[config.mk]
export PLATFORM = sky130hd
export DESIGN_NAME = adcSeq
export DESIGN_NICKNAME = d
export VERILOG_FILES = /design/src/rtl/adcSeqPkg.sv /design/src/rtl/adcSeqCtrl.sv /design/src/rtl/adcSeqData.sv /design/src/rtl/adcSeq.sv
export SDC_FILE = /design/constraint.sdc
export NUM_CORES = 1
export LEC_CHECK = 0
export BUFFER_PORTS_ARGS = -buffer_cell sky130_fd_sc_hd__clkbuf_2
export CAP_MARGIN = 20
export CORE_ASPECT_RATIO = 1.5
export CORE_MARGIN = 5
export CORE_UTILIZATION = 62
export DETAILED_ROUTE_END_ITERATION = 10
export PLACE_DENSITY = 0.92
export SYNTH_ARGS = -nofsm -noshare
export SYNTH_HDL_FRONTEND = slang
export SYNTH_SLANG_ARGS = --single-unit
export TNS_END_PERCENT = 1
[constraint.sdc]
create_clock -name clk -period 4.2 [get_ports clk]
set_input_delay 1.05 -clock clk [delete_from_list [all_inputs] [get_ports clk]]
set_output_delay 1.05 -clock clk [all_outputs]
set_load 0.01 [all_outputs]
[src/rtl/adcSeqPkg.sv]
package adcSeqPkg;

  typedef enum logic [1:0] {
    ST_IDLE,
    ST_SAMPLE,
    ST_COMPARE,
    ST_EXTRA
  } seqState_t;

  // Strobes from control to datapath
  typedef struct packed {
    logic clearSar;  // accepted start: reset SAR and point mask at MSB
    logic decide;    // last cycle of a bit trial: keep or drop the bit
    logic commit;    // last cycle of the extra phase: load result
    logic trialOn;   // comparison phase: drive trial code out
  } seqStrobe_t;

endpackage

[src/rtl/adcSeqCtrl.sv]
module adcSeqCtrl
  import adcSeqPkg::*;
#(
  parameter int NBITS       = 10,
  parameter int FIELD_W     = 2,
  parameter int CNT_W       = 10,
  parameter int BASE_SAMPLE = 60,
  parameter int BASE_BIT    = 12,
  parameter int BASE_EXTRA  = 14,
  parameter int ALT_SAMPLE  = 70,
  parameter int ALT_BIT     = 14,
  parameter int ALT_EXTRA   = 8,
  localparam int CFG_W      = 2 * FIELD_W,
  localparam int IDX_W      = $clog2(NBITS)
) (
  input  logic             clk,
  input  logic             rst,
  input  logic             startIn,
  input  logic [CFG_W-1:0] cfgIn,
  output seqStrobe_t       strobe,
  output logic             busy,
  output logic             sampleEn,
  output logic             done
);

  localparam logic [CNT_W-1:0] CNT_ONE = CNT_W'(1);
  localparam logic [IDX_W-1:0] IDX_ONE = IDX_W'(1);
  localparam logic [IDX_W-1:0] IDX_TOP = IDX_W'(NBITS - 1);
  localparam logic [CFG_W-1:0] ALT_CFG = {FIELD_W'(0), FIELD_W'(1)};

  seqState_t        state;
  logic [CNT_W-1:0] cnt;
  logic [IDX_W-1:0] bitIdx;
  logic [CFG_W-1:0] cfgQ;
  logic             startOk;
  logic             cntZero;

  function automatic logic [CNT_W-1:0] sampleLen(input logic [CFG_W-1:0] c);
    if (c == ALT_CFG) return CNT_W'(ALT_SAMPLE);
    return CNT_W'(BASE_SAMPLE) << c[FIELD_W-1:0];
  endfunction

  function automatic logic [CNT_W-1:0] bitLen(input logic [CFG_W-1:0] c);
    if (c == ALT_CFG) return CNT_W'(ALT_BIT);
    return CNT_W'(BASE_BIT) << c[CFG_W-1:FIELD_W];
  endfunction

  function automatic logic [CNT_W-1:0] extraLen(input logic [CFG_W-1:0] c);
    if (c == ALT_CFG) return CNT_W'(ALT_EXTRA);
    return CNT_W'(BASE_EXTRA);
  endfunction

  assign startOk = (state == ST_IDLE) && startIn;
  assign cntZero = (cnt == '0);

  always_ff @(posedge clk) begin
    if (rst) begin
      state  <= ST_IDLE;
      cnt    <= '0;
      bitIdx <= '0;
      cfgQ   <= '0;
      done   <= 1'b0;
    end else begin
      done <= 1'b0;
      unique case (state)
        ST_IDLE: begin
          if (startIn) begin
            cfgQ  <= cfgIn;
            cnt   <= sampleLen(cfgIn) - CNT_ONE;
            state <= ST_SAMPLE;
          end
        end
        ST_SAMPLE: begin
          if (cntZero) begin
            cnt    <= bitLen(cfgQ) - CNT_ONE;
            bitIdx <= IDX_TOP;
            state  <= ST_COMPARE;
          end else begin
            cnt <= cnt - CNT_ONE;
          end
        end
        ST_COMPARE: begin
          if (cntZero) begin
            if (bitIdx == '0) begin
              cnt   <= extraLen(cfgQ) - CNT_ONE;
              state <= ST_EXTRA;
            end else begin
              bitIdx <= bitIdx - IDX_ONE;
              cnt    <= bitLen(cfgQ) - CNT_ONE;
            end
          end else begin
            cnt <= cnt - CNT_ONE;
          end
        end
        ST_EXTRA: begin
          if (cntZero) begin
            state <= ST_IDLE;
            done  <= 1'b1;
          end else begin
            cnt <= cnt - CNT_ONE;
          end
        end
        default: state <= ST_IDLE;
      endcase
    end
  end

  always_comb begin
    strobe.clearSar = startOk;
    strobe.decide   = (state == ST_COMPARE) && cntZero;
    strobe.commit   = (state == ST_EXTRA) && cntZero;
    strobe.trialOn  = (state == ST_COMPARE);
  end

  assign busy     = (state != ST_IDLE);
  assign sampleEn = (state == ST_SAMPLE);

  // done is a single-cycle pulse
  p_done_single_r8: assert property (@(posedge clk) disable iff (rst)
    done |=> !done);

  // done coincides with the fall of busy
  p_done_at_end_r8: assert property (@(posedge clk) disable iff (rst)
    done |-> (!busy && $past(busy)));

  // latched setting is frozen while a conversion runs
  p_cfg_hold_r7: assert property (@(posedge clk) disable iff (rst)
    (busy && $past(busy)) |-> $stable(cfgQ));

  // sample enable only inside a busy period
  p_sample_busy_r10: assert property (@(posedge clk) disable iff (rst)
    sampleEn |-> busy);

  // busy only rises after an accepted start
  p_busy_from_start_r3: assert property (@(posedge clk) disable iff (rst)
    $rose(busy) |-> $past(startIn));

endmodule

[src/rtl/adcSeqData.sv]
module adcSeqData
  import adcSeqPkg::*;
#(
  parameter int NBITS = 10
) (
  input  logic             clk,
  input  logic             rst,
  input  seqStrobe_t       strobe,
  input  logic             compIn,
  output logic [NBITS-1:0] trialCode,
  output logic [NBITS-1:0] result
);

  localparam logic [NBITS-1:0] MSB_MASK = {1'b1, {(NBITS-1){1'b0}}};

  logic [NBITS-1:0] sar;   // decided bits so far
  logic [NBITS-1:0] mask;  // bit under test

  always_ff @(posedge clk) begin
    if (rst) begin
      sar    <= '0;
      mask   <= '0;
      result <= '0;
    end else begin
      if (strobe.clearSar) begin
        sar  <= '0;
        mask <= MSB_MASK;
      end else if (strobe.decide) begin
        if (compIn) sar <= sar | mask;
        mask <= mask >> 1;
      end
      if (strobe.commit) result <= sar;
    end
  end

  assign trialCode = strobe.trialOn ? (sar | mask) : '0;

  // at most one bit under test at a time
  p_mask_onehot_r5: assert property (@(posedge clk) disable iff (rst)
    $onehot0(mask));

  // all ten trials are finished before the result is committed
  p_trials_done_r5: assert property (@(posedge clk) disable iff (rst)
    strobe.commit |-> (mask == '0));

  // result only moves on a commit
  p_result_hold_r9: assert property (@(posedge clk) disable iff (rst)
    !strobe.commit |=> $stable(result));

  // a trial always exposes one undecided bit
  p_trial_nonzero_r5: assert property (@(posedge clk) disable iff (rst)
    strobe.trialOn |-> (trialCode != '0));

endmodule

[src/rtl/adcSeq.sv]
module adcSeq
  import adcSeqPkg::*;
#(
  parameter int NBITS       = 10,
  parameter int FIELD_W     = 2,
  parameter int CNT_W       = 10,
  parameter int BASE_SAMPLE = 60,
  parameter int BASE_BIT    = 12,
  parameter int BASE_EXTRA  = 14,
  parameter int ALT_SAMPLE  = 70,
  parameter int ALT_BIT     = 14,
  parameter int ALT_EXTRA   = 8
) (
  input  logic                 clk,
  input  logic                 rst,
  input  logic                 startIn,
  input  logic [2*FIELD_W-1:0] cfgIn,
  input  logic                 compIn,
  output logic                 sampleEn,
  output logic [NBITS-1:0]     trialCode,
  output logic                 busy,
  output logic [NBITS-1:0]     result,
  output logic                 done
);

  seqStrobe_t strobe;

  adcSeqCtrl #(
    .NBITS(NBITS), .FIELD_W(FIELD_W), .CNT_W(CNT_W),
    .BASE_SAMPLE(BASE_SAMPLE), .BASE_BIT(BASE_BIT), .BASE_EXTRA(BASE_EXTRA),
    .ALT_SAMPLE(ALT_SAMPLE), .ALT_BIT(ALT_BIT), .ALT_EXTRA(ALT_EXTRA)
  ) uCtrl (
    .clk(clk), .rst(rst), .startIn(startIn), .cfgIn(cfgIn),
    .strobe(strobe), .busy(busy), .sampleEn(sampleEn), .done(done)
  );

  adcSeqData #(.NBITS(NBITS)) uData (
    .clk(clk), .rst(rst), .strobe(strobe), .compIn(compIn),
    .trialCode(trialCode), .result(result)
  );

endmodule

==> flow_summary.ini <==
[sta]
slew_viol_final = 0
post-route-min-period_ns = 3.08
fin_crit_sh_pct = 73.4
worst_pin_slew_ns = 0.799
max_freq_ghz = 0.324
final.setup.tns_ns = 0
rsz0062_at_grt = no
maxSlewHeadroom_pct = 45.4
finalHoldViolCount = 0
skew_ns = 0.00881
report.final.setup_viol = 0

[route]
drc = 0
wire_per_inst_um = 15.9
drt_wl_total_um = 6250
drt_pass1_iterations = 5
dr_total_vias = 2444
drtIter0Drc = 184
vias_per_cell = 6.23
postRouteAntennaNets = 0

[global_routing]
grt_max_degree = 32
grt_pass1_wl_um = 10100
grt_pass1_vias = 2260
gr-total-overflow = 0
grtUsageTotal_pct = 24.3
antenna_found_initial = 0

[worst_setup_path]
crit_path_frequent_cell = inv_1
crit_slowest_cell = ha_1
rr_worst_depth = 6
cp.arrival_ns = 2.03
startpoint = uCtrl.state[0]
reg2reg_to = uCtrl.cnt[6]
crit_buf_inv = 3
cp_cell_sequence = inv_1 > ha_1 > inv_1 > nor2_1 > clkbuf_2
critPathCaptureType = output port
rr_startpoint = uCtrl.state[0]
required_ns = 3.15
cpPeakStageDelay_ns = 0.50
crit_type = reg2out
critPathMaxFanout = 15
start_kind = flop
critical_path.top_delay_family = buffers and inverters
ff2ff_setup_slack_ns = 1.60

[synthesis]
yosys.cell_types.count = 55
netlist_instances = 321
synthArstFlopShare_pct = 0
synthesis.area_um2 = 2510
syn-num-nets = 337
synth_edf_count = 0
ys_ff_latch = 51
avgSynthCellArea_um2 = 7.81
synth_flop_cell = dfxtp_1
yosysWarnings = 0
ys_seq_area_share_pct = 40.7

[layout]
final_cell_count_no_fill = 392
fill_cells = 325
stdcell_area_um2 = 2750
final_cell_mix = 55 x nand2_1, 51 x dfxtp_1, 45 x nor2_1
num-nets-final = 362
antennaDiodeCount = 0
layout_commonest_cell = nand2_1
drive_gt1_share_pct = 14.1
area_delta_synth_final_pct = 9.59

[floorplan]
core-area_um2 = 3920
die_h_um = 87.9
start_util_pct = 63.9
die_area_um2 = 5440
chipWidth_um = 61.9
placementRows = 28
io_pins = 31

[flow_run]
maxCapViolations = 0

[clock_tree]
ctsLongestPathBuffers = 2
cts_made_buffers = 5
ctsResizeCount = 0
tritoncts = built
root_buffer = clkbuf_8
clkLatencyLatePin_ns = 0.30
cts_hold_buffers = 0
cts_num_sinks = 51
postCtsSetupRepairBufs = 0
clk_pin_slew_ns = 0.09
htree_levels = 2

[min_path]
holdCritPathClass = reg2reg
hp-start = uData.result[2]
worstHoldPathCells = 2
worstHoldEndpoint = uData.result[2]

[power]
leakage_uw = 0.000972
ir_worst_vdd_v = 0.000418
power.density_nw_per_um2 = 618

[placement]
dpl.cell_count = 384
port_buffers = 30
place_area_um2 = 2660
hpwl_um = 4470
gp_congestion = 0.974

[outcome]
status = complete, no violations
## state kept, by name, indices dropped and copies added, names as in the netlist
register      cells
uCtrl.cnt        10
uData.sar        10
uCtrl.state       2
uData.mask       10
uCtrl.cfgQ        4
uCtrl.bitIdx      4
uData.result     10
uCtrl.done        1
## logic make-up (layout without fill, tap and decap cells)
| family | Yosys count | after routing | share of synthesized area (%) |
|---|---|---|---|
| AOI/OAI and AO/OA | 86 | 86 | 21.9 |
| xor gates and xnor gates | 2 | 2 | 0.699 |
| adders and majority gates | 8 | 8 | 3.99 |
| buffers and inverters | 27 | 53 | 4.59 |
| DFF | 51 | 51 | 40.7 |
| muxes | 2 | 2 | 0.849 |
| and+or+nand+nor | 145 | 145 | 27.3 |
## worst min-delay path, delay by kind of cell (launching register included)
family,cells,cell delay (ns)
AO/OA/AOI/OAI,1,0.05
flip-flops,1,0.32
AND/OR/NAND/NOR,1,0.05
## worst max-delay path by stage
stage | end | slack, ns | depth (start not counted)
final | trialCode[8] | 1.12 | 5
after global routing | trialCode[8] | 0.95 | 5
after CTS | trialCode[8] | 1.16 | 5
after detailed placement | uData.sar[1] | 1.38 | 4
after global placement | uData.sar[6] | 1.44 | 4
after floorplan | trialCode[0] | 1.67 | 6
## stage by stage
| step | hold WS [ns] | power [uW] | setup slack [ns] | utilization [%] |
|---|---|---|---|---|
| 6_report | 0.456 | 1700 | 1.12 | 70.0 |
| 3_3_place_gp | 0.442 | 1360 | 1.44 | 67.7 |
| 2_1_floorplan | 0.435 | 1220 | 1.67 | - |
| 4_1_cts | 0.460 | 1680 | 1.16 | 70.0 |
| 3_5_place_dp | 0.446 | 1390 | 1.38 | 67.7 |
| 5_1_grt | 0.487 | 1800 | 0.949 | 70.0 |
## per-layer routing
layer | wire, um | share of wire, % | global-route usage, % | vias to the layer above
met5 | 0 | 0 | 0 | -
met4 | 197 | 3.2 | 11.8 | 0
met3 | 410 | 6.6 | 4.13 | 22
met2 | 3210 | 51 | 41.9 | 105
met1 | 2430 | 39 | 27.8 | 1136
li1 | - | - | - | 1181
## cell type report
class	instances	area [um2]	share of cell area, %
multi-input combinational	243	1370	49.9
tap	45	56.3	2.05
timing repair buffer	31	158	5.74
inverter	14	52.6	1.91
clock buffer	6	72.6	2.64
clock inverter	2	16.3	0.592
sequential	51	1020	37.2
## Yosys cell counts (2+ instances only)
library cell	number	area, um2
nand2_1	55	206
dfxtp_1	51	1020
nor2_1	45	169
a21oi_1	41	205
inv_1	13	48.8
o21ai_0	10	50.1
clkbuf_1	9	33.8
nand3_1	9	45.0
nor3_1	9	45.0
a211oi_1	8	60.1
ha_1	8	100
a2111oi_0	3	26.3
a31oi_1	3	18.8
nand4_1	3	18.8
nor3b_1	3	22.5
a22oi_1	2	15.0
a311oi_1	2	17.5
and4_1	2	17.5
buf_2	2	10.0
nand2b_1	2	12.5
nor4_1	2	12.5
o31ai_1	2	15.0
o32ai_1	2	17.5
or3_1	2	12.5
or4_1	2	15.0
xnor2_1	2	17.5
## power by group
part           leakage [uW]  switching, uW  internal (uW)
clock             0.0000418            169            120
combinational      0.000516            497            277
sequential         0.000414           90.5            545
total              0.000972            756            942
Power figures use the tool's default switching activity.
